`config.mk`:
```
export PLATFORM = sky130hd
export DESIGN_NAME = i2c_paged_regs
export DESIGN_NICKNAME = d
export VERILOG_FILES = /design/src/rtl/i2c_preg_pkg.sv /design/src/rtl/i2c_preg_sync.sv /design/src/rtl/i2c_preg_engine.sv /design/src/rtl/i2c_preg_bank.sv /design/src/rtl/i2c_paged_regs.sv
export SDC_FILE = /design/constraint.sdc
export NUM_CORES = 1
export LEC_CHECK = 0
export BUFFER_PORTS_ARGS = -buffer_cell sky130_fd_sc_hd__buf_2
export CAP_MARGIN = 20
export CORE_MARGIN = 2
export CORE_UTILIZATION = 53
export CTS_CLUSTER_SIZE = 30
export DETAILED_ROUTE_END_ITERATION = 12
export GPL_ROUTABILITY_DRIVEN = 0
export PLACE_DENSITY = 0.68
export SLEW_MARGIN = 20
export SYNTH_ARGS = -nofsm -noshare
export SYNTH_HDL_FRONTEND = slang
export SYNTH_SLANG_ARGS = --single-unit
```
`constraint.sdc`:
```
create_clock -name clk -period 4.4 [get_ports clk]
set_clock_uncertainty 0.05 [all_clocks]
set_input_delay 0.88 -clock clk [delete_from_list [all_inputs] [get_ports clk]]
set_output_delay 0.88 -clock clk [all_outputs]
set_load 0.02 [all_outputs]
```
`src/rtl/i2c_preg_pkg.sv`:
```
// Shared types for the paged I2C register target.
// Assumes: nothing beyond IEEE 1800-2017.
package i2c_preg_pkg;

    typedef enum logic [2:0] {
        ST_IDLE,
        ST_RX,
        ST_ACK_TX,
        ST_TX,
        ST_ACK_RX
    } eng_state_t;

    typedef enum logic [1:0] {
        BY_ADDR,
        BY_PTR,
        BY_DATA
    } byte_kind_t;

endpackage

```
`src/rtl/i2c_preg_sync.sv`:
```
// Synchronizes SCL/SDA into clk and reports SCL edges and bus conditions.
// Assumes: both lines idle high; STAGES >= 2 flops per line.
module i2c_preg_sync #(
    parameter int STAGES = 2
) (
    input  logic clk,
    input  logic rst_n,
    input  logic scl_in,
    input  logic sda_in,
    output logic scl_s,
    output logic sda_s,
    output logic scl_rise,
    output logic scl_fall,
    output logic start_det,
    output logic stop_det
);
    logic [STAGES-1:0] scl_pipe;
    logic [STAGES-1:0] sda_pipe;
    logic              scl_d;
    logic              sda_d;

    // Synchronizer chains plus one delayed copy for edge detection.
    always_ff @(posedge clk) begin
        if (!rst_n) begin
            scl_pipe <= '1;
            sda_pipe <= '1;
            scl_d    <= 1'b1;
            sda_d    <= 1'b1;
        end else begin
            scl_pipe <= {scl_pipe[STAGES-2:0], scl_in};
            sda_pipe <= {sda_pipe[STAGES-2:0], sda_in};
            scl_d    <= scl_pipe[STAGES-1];
            sda_d    <= sda_pipe[STAGES-1];
        end
    end

    assign scl_s     = scl_pipe[STAGES-1];
    assign sda_s     = sda_pipe[STAGES-1];
    assign scl_rise  = scl_s & ~scl_d;
    assign scl_fall  = ~scl_s & scl_d;
    assign start_det = scl_s & scl_d & sda_d & ~sda_s;
    assign stop_det  = scl_s & scl_d & ~sda_d & sda_s;

endmodule

```
`src/rtl/i2c_preg_engine.sv`:
```
// Byte-level I2C target protocol: address match, pointer load, writes
// with pointer increment, reads with host ACK handling.
// Assumes: inputs come from i2c_preg_sync; rd_data is combinational from rd_idx.
module i2c_preg_engine
    import i2c_preg_pkg::*;
#(
    parameter int         PTR_W    = 4,
    parameter logic [6:0] DEV_ADDR = 7'h18
) (
    input  logic             clk,
    input  logic             rst_n,
    input  logic             sda_s,
    input  logic             scl_rise,
    input  logic             scl_fall,
    input  logic             start_det,
    input  logic             stop_det,
    input  logic [7:0]       rd_data,
    output logic [PTR_W-1:0] rd_idx,
    output logic             wr_en,
    output logic [PTR_W-1:0] wr_idx,
    output logic [7:0]       wr_data,
    output logic             sda_oe
);
    eng_state_t       state;
    byte_kind_t       kind;
    logic [3:0]       bitcnt;
    logic [7:0]       shreg;
    logic [PTR_W-1:0] ptr;
    logic             rnw;
    logic             host_ack;

    // Read index: the next register when a host ACK is about to advance.
    assign rd_idx = (state == ST_ACK_RX) ? ptr + 1'b1 : ptr;

    // Protocol sequencer; bus conditions override every state.
    always_ff @(posedge clk) begin
        if (!rst_n) begin
            state    <= ST_IDLE;
            kind     <= BY_ADDR;
            bitcnt   <= '0;
            shreg    <= '0;
            ptr      <= '0;
            rnw      <= 1'b0;
            host_ack <= 1'b0;
            sda_oe   <= 1'b0;
            wr_en    <= 1'b0;
            wr_idx   <= '0;
            wr_data  <= '0;
        end else begin
            wr_en <= 1'b0;
            if (start_det) begin
                state  <= ST_RX;
                kind   <= BY_ADDR;
                bitcnt <= '0;
                sda_oe <= 1'b0;
            end else if (stop_det) begin
                state  <= ST_IDLE;
                sda_oe <= 1'b0;
            end else begin
                case (state)
                    ST_RX: begin
                        if (scl_rise && bitcnt != 4'd8) begin
                            shreg  <= {shreg[6:0], sda_s};
                            bitcnt <= bitcnt + 4'd1;
                        end else if (scl_fall && bitcnt == 4'd8) begin
                            bitcnt <= '0;
                            case (kind)
                                BY_ADDR: begin
                                    if (shreg[7:1] == DEV_ADDR) begin
                                        rnw    <= shreg[0];
                                        sda_oe <= 1'b1;
                                        state  <= ST_ACK_TX;
                                    end else begin
                                        state <= ST_IDLE;
                                    end
                                end
                                BY_PTR: begin
                                    ptr    <= shreg[PTR_W-1:0];
                                    kind   <= BY_DATA;
                                    sda_oe <= 1'b1;
                                    state  <= ST_ACK_TX;
                                end
                                default: begin
                                    wr_en   <= 1'b1;
                                    wr_idx  <= ptr;
                                    wr_data <= shreg;
                                    ptr     <= ptr + 1'b1;
                                    sda_oe  <= 1'b1;
                                    state   <= ST_ACK_TX;
                                end
                            endcase
                        end
                    end
                    ST_ACK_TX: begin
                        if (scl_fall) begin
                            bitcnt <= '0;
                            if (kind == BY_ADDR && rnw) begin
                                shreg  <= rd_data;
                                sda_oe <= ~rd_data[7];
                                state  <= ST_TX;
                            end else begin
                                sda_oe <= 1'b0;
                                state  <= ST_RX;
                                if (kind == BY_ADDR) kind <= BY_PTR;
                            end
                        end
                    end
                    ST_TX: begin
                        if (scl_fall) begin
                            if (bitcnt == 4'd7) begin
                                sda_oe <= 1'b0;
                                state  <= ST_ACK_RX;
                            end else begin
                                bitcnt <= bitcnt + 4'd1;
                                shreg  <= {shreg[6:0], 1'b0};
                                sda_oe <= ~shreg[6];
                            end
                        end
                    end
                    ST_ACK_RX: begin
                        if (scl_rise) begin
                            host_ack <= ~sda_s;
                        end else if (scl_fall) begin
                            if (host_ack) begin
                                ptr    <= ptr + 1'b1;
                                shreg  <= rd_data;
                                sda_oe <= ~rd_data[7];
                                bitcnt <= '0;
                                state  <= ST_TX;
                            end else begin
                                state <= ST_IDLE;
                            end
                        end
                    end
                    default: ;
                endcase
            end
        end
    end

endmodule

```
`src/rtl/i2c_preg_bank.sv`:
```
// Two-page register storage with a shared page-select at index 0 and
// per-page read-only masks; read-only cells load only from the core.
// Assumes: host and core never target the same cell (masks keep them apart).
module i2c_preg_bank #(
    parameter int                      PTR_W = 4,
    parameter logic [(2**PTR_W)-1:0]   RO_P0 = 16'hC000,
    parameter logic [(2**PTR_W)-1:0]   RO_P1 = 16'h8000
) (
    input  logic             clk,
    input  logic             rst_n,
    input  logic             wr_en,
    input  logic [PTR_W-1:0] wr_idx,
    input  logic [7:0]       wr_data,
    input  logic             st_we,
    input  logic             st_page,
    input  logic [PTR_W-1:0] st_idx,
    input  logic [7:0]       st_data,
    input  logic [PTR_W-1:0] host_idx,
    output logic [7:0]       host_rdata,
    input  logic             core_page,
    input  logic [PTR_W-1:0] core_idx,
    output logic [7:0]       core_rdata,
    output logic             page
);
    localparam int NREG = 2 ** PTR_W;

    logic [7:0] cell_q [2*NREG];

    // Page-select register, written by the host from either page.
    always_ff @(posedge clk) begin
        if (!rst_n)                         page <= 1'b0;
        else if (wr_en && wr_idx == '0)     page <= wr_data[0];
    end

    for (genvar g = 0; g < 2; g++) begin : g_page
        localparam logic [NREG-1:0] ROM = (g == 0) ? RO_P0 : RO_P1;
        for (genvar i = 0; i < NREG; i++) begin : g_cell
            if (i == 0) begin : g_sel
                assign cell_q[g*NREG+i] = 8'h00;
            end else if (ROM[i]) begin : g_ro
                logic [7:0] q;
                // Status cell: loaded by the core only.
                always_ff @(posedge clk) begin
                    if (!rst_n) q <= 8'h00;
                    else if (st_we && st_page == 1'(g) && st_idx == PTR_W'(i)) q <= st_data;
                end
                assign cell_q[g*NREG+i] = q;
            end else begin : g_rw
                logic [7:0] q;
                // Configuration cell: written by the host on the active page.
                always_ff @(posedge clk) begin
                    if (!rst_n) q <= 8'h00;
                    else if (wr_en && page == 1'(g) && wr_idx == PTR_W'(i)) q <= wr_data;
                end
                assign cell_q[g*NREG+i] = q;
            end
        end
    end

    assign host_rdata = (host_idx == '0) ? {7'b0, page} : cell_q[{page, host_idx}];
    assign core_rdata = (core_idx == '0) ? {7'b0, page} : cell_q[{core_page, core_idx}];

endmodule

```
`src/rtl/i2c_paged_regs.sv`:
```
// Top of the paged I2C register target: line sync, protocol engine, storage.
// Assumes: sda_oe drives an open-drain pad; SCL is never stretched.
module i2c_paged_regs #(
    parameter logic [6:0]            DEV_ADDR = 7'h18,
    parameter int                    PTR_W    = 4,
    parameter logic [(2**PTR_W)-1:0] RO_P0    = 16'hC000,
    parameter logic [(2**PTR_W)-1:0] RO_P1    = 16'h8000
) (
    input  logic             clk,
    input  logic             rst_n,
    input  logic             scl_in,
    input  logic             sda_in,
    output logic             sda_oe,
    input  logic             core_rd_page,
    input  logic [PTR_W-1:0] core_rd_idx,
    output logic [7:0]       core_rd_data,
    input  logic             st_we,
    input  logic             st_page,
    input  logic [PTR_W-1:0] st_idx,
    input  logic [7:0]       st_data
);
    logic             scl_s, sda_s, scl_rise, scl_fall, start_det, stop_det;
    logic [PTR_W-1:0] rd_idx, wr_idx;
    logic [7:0]       rd_data, wr_data;
    logic             wr_en, page;

    i2c_preg_sync #(.STAGES(2)) u_sync (
        .clk(clk), .rst_n(rst_n), .scl_in(scl_in), .sda_in(sda_in),
        .scl_s(scl_s), .sda_s(sda_s), .scl_rise(scl_rise), .scl_fall(scl_fall),
        .start_det(start_det), .stop_det(stop_det)
    );

    i2c_preg_engine #(.PTR_W(PTR_W), .DEV_ADDR(DEV_ADDR)) u_eng (
        .clk(clk), .rst_n(rst_n), .sda_s(sda_s), .scl_rise(scl_rise),
        .scl_fall(scl_fall), .start_det(start_det), .stop_det(stop_det),
        .rd_data(rd_data), .rd_idx(rd_idx), .wr_en(wr_en), .wr_idx(wr_idx),
        .wr_data(wr_data), .sda_oe(sda_oe)
    );

    i2c_preg_bank #(.PTR_W(PTR_W), .RO_P0(RO_P0), .RO_P1(RO_P1)) u_bank (
        .clk(clk), .rst_n(rst_n), .wr_en(wr_en), .wr_idx(wr_idx), .wr_data(wr_data),
        .st_we(st_we), .st_page(st_page), .st_idx(st_idx), .st_data(st_data),
        .host_idx(rd_idx), .host_rdata(rd_data), .core_page(core_rd_page),
        .core_idx(core_rd_idx), .core_rdata(core_rd_data), .page(page)
    );

endmodule

```
Word level (Yosys, flattened, before mapping)
Cells that the tools add are included.
{ "totals": {"reg_bits": 284, "latch_bits": 0, "ram_bits": 0, "mem_bits_ro": 0, "in_bits": 23, "output_inout_bits": 9, "elab_cells": 252, "mem_count": 0} }
{ "op_classes": {"add_sub_neg": 2, "mul": 0, "div": 0, "magnitude_cmp": 2, "eq_ne": 49, "n_shift": 0, "muxes": 68, "n_bitwise": 24, "reduce_logical": 60} }
{ "op_table": {"columns": ["operator", "count"], "rows": [
  ["$mux 8", 14],
  ["$bmux 8 s5", 2],
  ["$mux 4", 14],
  ["$eq 4x4->1 const B", 10],
  ["$logic_and 1x1->1", 38],
  ["$pmux 8 s4", 1],
  ["$reduce_and 9->1", 3],
  ["$reduce_and 8->1", 3],
  ["$mux 3", 7],
  ["$eq 4x3->1 const B", 5],
  ["$mux 2", 10],
  ["$ne 4x3->1 const B", 5],
  ["$ne 2x1->1 const B", 9],
  ["$pmux 4 s2", 2],
  ["$pmux 4 s4", 1],
  ["$not 1->1", 15],
  ["$mux 1", 14],
  ["$ge 6x6->1 const B", 2],
  ["$logic_not 4->1", 3],
  ["$ne 2x2->1 const B", 6],
  ["$ne 4x4->1 const B", 3],
  ["$not 5->6", 2],
  ["$pmux 3 s4", 1],
  ["$reduce_and 11->1", 1],
  ["23 further kinds", 34]
]} }

Logic depth before layout (Yosys ltp)
{ "logic_depth": {"ltp_word": 12, "mapped_depth": 12, "ltp_nobuf": 9} }

By module
A second synthesis with hierarchy kept.
{ "hier_totals": {"hier_cells": 1581, "area_unflattened_um2": 15902.8} }
{ "modules_own_cells": {"columns": ["mod", "instances", "cells_per_inst", "area_each_um2", "seq_area_each_um2"], "rows": [
  ["i2c_preg_bank", 1, 1341, 13690.6, 4824.6],
  ["i2c_preg_engine", 1, 224, 2021.9, 740.7],
  ["i2c_preg_sync", 1, 16, 190.2, 120.1]
]} }

Worst setup path before layout
Ideal clock, no wire load.
{ "synth_path": {"kind": "input -> output", "from": "input port core_rd_idx[1]", "to": "output port core_rd_data[7]", "arrival_ns": 3.069, "required_time_ns": 3.470, "setup_slack_ns": 0.401, "path_stages": 6, "n_path_buf": 3, "path_cell_list": "clkbuf_1 -> clkbuf_1 -> buf_1 -> mux4_2 -> mux4_2 -> mux2_2"} }
{ "synth_via": {"elab_chain_len": 5, "word_cells_on_any_way": 6, "classes_between": "4 x mux; 1 x bitwise; 1 x reduce/logical"} }
{ "synth_rtl": {"columns": ["element", "line_no", "rtl"], "rows": [
  ["from (decl)", "i2c_paged_regs.sv:15", "input logic [PTR_W-1:0] core_rd_idx,"],
  ["$not 5->6 (not written as such)", "i2c_preg_bank.sv:61", "assign core_rdata = (core_idx == '0) ? {7'b0, page} : cell_q[{core_page, core_idx}];"],
  ["$bmux 8 s5", "i2c_preg_bank.sv:61", null],
  ["$mux 8 (not written as such) (2 in series)", "i2c_preg_bank.sv:61", null],
  ["$mux 8 (*)", "i2c_preg_bank.sv:61", null],
  ["to (decl)", "i2c_paged_regs.sv:16", "output logic [7:0] core_rd_data,"]
]} }
Mark *: on every way between the ends. The rest lies on a longest branch, timed or not. The select of a mux whose other input is x is not followed.

Final worst setup path
{ "layout_path": {"from": "input port core_rd_idx[1]", "to": "output port core_rd_data[2]"} }
The elaborated chain is that of the path after synthesis.

==> flow_summary.ini <==
[outcome]
status = finished, final reports clean

[setup_path]
crit_top_cell = mux4_2
reg2reg_from = u_eng.state[0]$_SDFFE_PN0P_
cp-start-kind = input port
worstPathMaxFanout = 56
cp_data_required_time_ns = 3.47
crit_chain = buf_4, mux4_2, mux4_2, mux2_2, buf_2
rr_worst_depth = 7
cpMaxStageDelayCell = buf_4
crit_family = multiplexers
path_class = in2out
r2r_end = u_eng.shreg[1]$_SDFFE_PN0P_
critPathMaxStageDelay_ns = 0.65
r2r_slack_ns = 0.86
cp_num_buf_inv = 2
end_kind = output pin
arrival_ns = 3.13

[drt]
drt_iter0_drc = 2219
drtAntennaViolNets = 0
wirelength_um = 53800
drtPass1Iterations = 7
avgViaCountPerCell = 6.73
drc = 0
wl_per_cell_um = 25.9
vias = 14000

[hold_path]
min_from = u_sync.sda_pipe[0]$_SDFF_PN1_
hold_path.class = reg2reg
hold_path_depth = 1
min_to = u_sync.sda_pipe[1]$_SDFF_PN1_

[clock_tree]
clock_path_buffers = 3
htree_num_levels = 2
cts_tree = built
clock_sinks = 284
cts-root-buf = clkbuf_16
post_cts_resized = 0
post_cts_buffers = 0
clkSlewWorstSetupHoldPaths_ns = 0.06
cts_buffers = 34
clk_latency_ns = 0.54
cts_hold_buf = 0

[yosys]
synth_cell_types = 92
yosysTopAreaCellShare_pct = 35.8
netlist_top_cells_count = dfxtp_1 (284), nor2_1 (279), mux2i_1 (277)
synth_edf_count = 0
ys_async_sr_fraction_pct = 0
syn-cell-area_um2 = 15900
synth_nets = 1723
seq_area_frac_synth_pct = 35.8
yosysTopAreaCell = dfxtp_1
synthFlopType = dfxtp_1
avgSynthCellArea_um2 = 9.35
synthCells = 1697
ys_seq_elements = 284
yosysWarnings = 0
synthTopCellsByArea = dfxtp_1 (36%), mux2i_1 (17%), mux4_2 (11%)
synth_most_common_cell = dfxtp_1

[timing]
fmax_ghz = 0.246
rsz0062_at_grt = no
timing.final.max_slew_violations = 0
period_share_pct = 92.4
worst_pin_slew_ns = 1.10
period_minus_slack_ns = 4.06
finalSetupViolCount = 0
finalSetupTns_ns = 0
final_hold_viol_count = 0
relSlewSlack_pct = 26.1

[job]
drv_cap = 0

[final_layout]
drive_gt1_share_pct = 16.1
area_growth_pct = 9.65
antennaDiodeCount = 0
fin_cells = 2077
nets = 1689
utilization_pct = 58.9

[grt]
grt_pass1_wl_um = 80900
grt_pass1_vias = 12700
grt_max_degree = 123
antenna_found_initial = 1
grtUsageTotal_pct = 34.5
grt-ovfl-total = 0

[floorplanning]
fp.dieH_um = 177
coreArea_um2 = 29600
io_pins = 32
die_w_um = 177
die_area_um2 = 31300
rows = 63
start_util_pct = 53.7

[power]
peakVddDrop_mv = 0.338
p_leak_nw = 6.65
p_per_area_nw_per_um2 = 319
p_total_mw = 5.54

[place]
io_buffers = 31
dp_cells = 2017
dp_hpwl_um = 37300
==> per-layer routing <==
layer	global-route usage [%]	up-vias	wire length [um]
li1	-	6095	-
met1	48.6	6653	21200
met2	48.2	1023	22000
met3	9.21	215	7350
met5	0	-	0
met4	17.7	0	3280
==> how the worst max path moves through the flow <==
| stage | start | cells past startpoint | slack (ns) | to |
|---|---|---|---|---|
| after floorplan | core_rd_idx[1] | 6 | 0.40 | core_rd_data[7] |
| after global placement | core_rd_idx[1] | 5 | 0.40 | core_rd_data[2] |
| after detailed placement | core_rd_idx[1] | 5 | 0.33 | core_rd_data[2] |
| after CTS | core_rd_idx[1] | 5 | 0.34 | core_rd_data[2] |
| after global routing | core_rd_idx[0] | 5 | 0.24 | core_rd_data[5] |
| final | core_rd_idx[1] | 5 | 0.34 | core_rd_data[2] |
==> metrics by stage <==
step,worst slack [ns],area [um2],hold WS [ns]
4_1_cts,0.335,17400,0.361
6_report,0.336,17400,0.361
3_3_place_gp,0.395,16300,0.345
2_1_floorplan,0.401,15900,0.336
3_5_place_dp,0.334,16300,0.348
5_1_grt,0.237,17400,0.381
==> worst register-to-register path, delay by kind of cell, from the launching register on <==
family           cells  cell delay (ns)
AND/OR/NAND/NOR      3             1.19
AO/OA/AOI/OAI        2             1.03
multiplexers         2             0.69
flip-flops           1             0.50
==> kinds of logic after synthesis <==
family / after synthesis / synth area share [%]
AOI/OAI and AO/OA: 241 / 11.1
xor gates and xnor gates: 8 / 0.655
adders and majority gates: 3 / 0.237
buffers and inverters: 163 / 4.57
DFF: 284 / 35.8
muxes: 376 / 29.8
and+or+nand+nor: 622 / 17.9
==> power by group <==
| part | switching, mW | internal, mW |
|---|---|---|
| logic | 0.116 | 0.0619 |
| clock network | 1.12 | 1.64 |
| registers | 0.0166 | 2.58 |
| total | 1.26 | 4.29 |
==> final cells by class <==
class	instances	area (um2)
fill	2529	12200
multi-input combinational	1250	9510
sequential	284	5690
clock buffer	49	997
timing repair buffer	80	553
tap	390	488
clock inverter	11	108
inverter	13	56.3
==> layout by cell type (no fill, tap or decap), types with 15 or more instances in the layout <==
cell / n
buf_4: 49
nand2b_1: 15
mux2_2: 25
dfxtp_1: 282
a22o_1: 18
nand2_1: 164
nor2_1: 276
nand4_1: 21
buf_2: 29
a31oi_1: 15
nor3_1: 20
a21oi_1: 49
mux2i_1: 277
o21ai_0: 33
nand3_1: 46
clkbuf_16: 34
mux4_2: 74
nor2b_1: 16
==> registers in the layout, summed over array words and instances, names as in the netlist <==
| signal | flops |
|---|---|
| u_eng.rnw | 1 |
| u_eng.wr_en | 1 |
| u_sync.sda_d | 1 |
| u_eng.bitcnt | 4 |
| u_bank.page | 1 |
| u_eng.shreg | 8 |
| u_eng.host_ack | 1 |
| u_eng.kind | 2 |
| u_eng.wr_data | 8 |
| u_eng.sda_oe | 1 |
| u_eng.wr_idx | 4 |
| u_bank.g_page.g_cell.g_rw.q | 216 |
| u_sync.sda_pipe | 2 |
| u_sync.scl_pipe | 2 |
| u_sync.scl_d | 1 |
| u_eng.state | 3 |
| u_eng.ptr | 4 |
| u_bank.g_page.g_cell.g_ro.q | 24 |
Note: power is estimated with default switching activity, not from simulation.
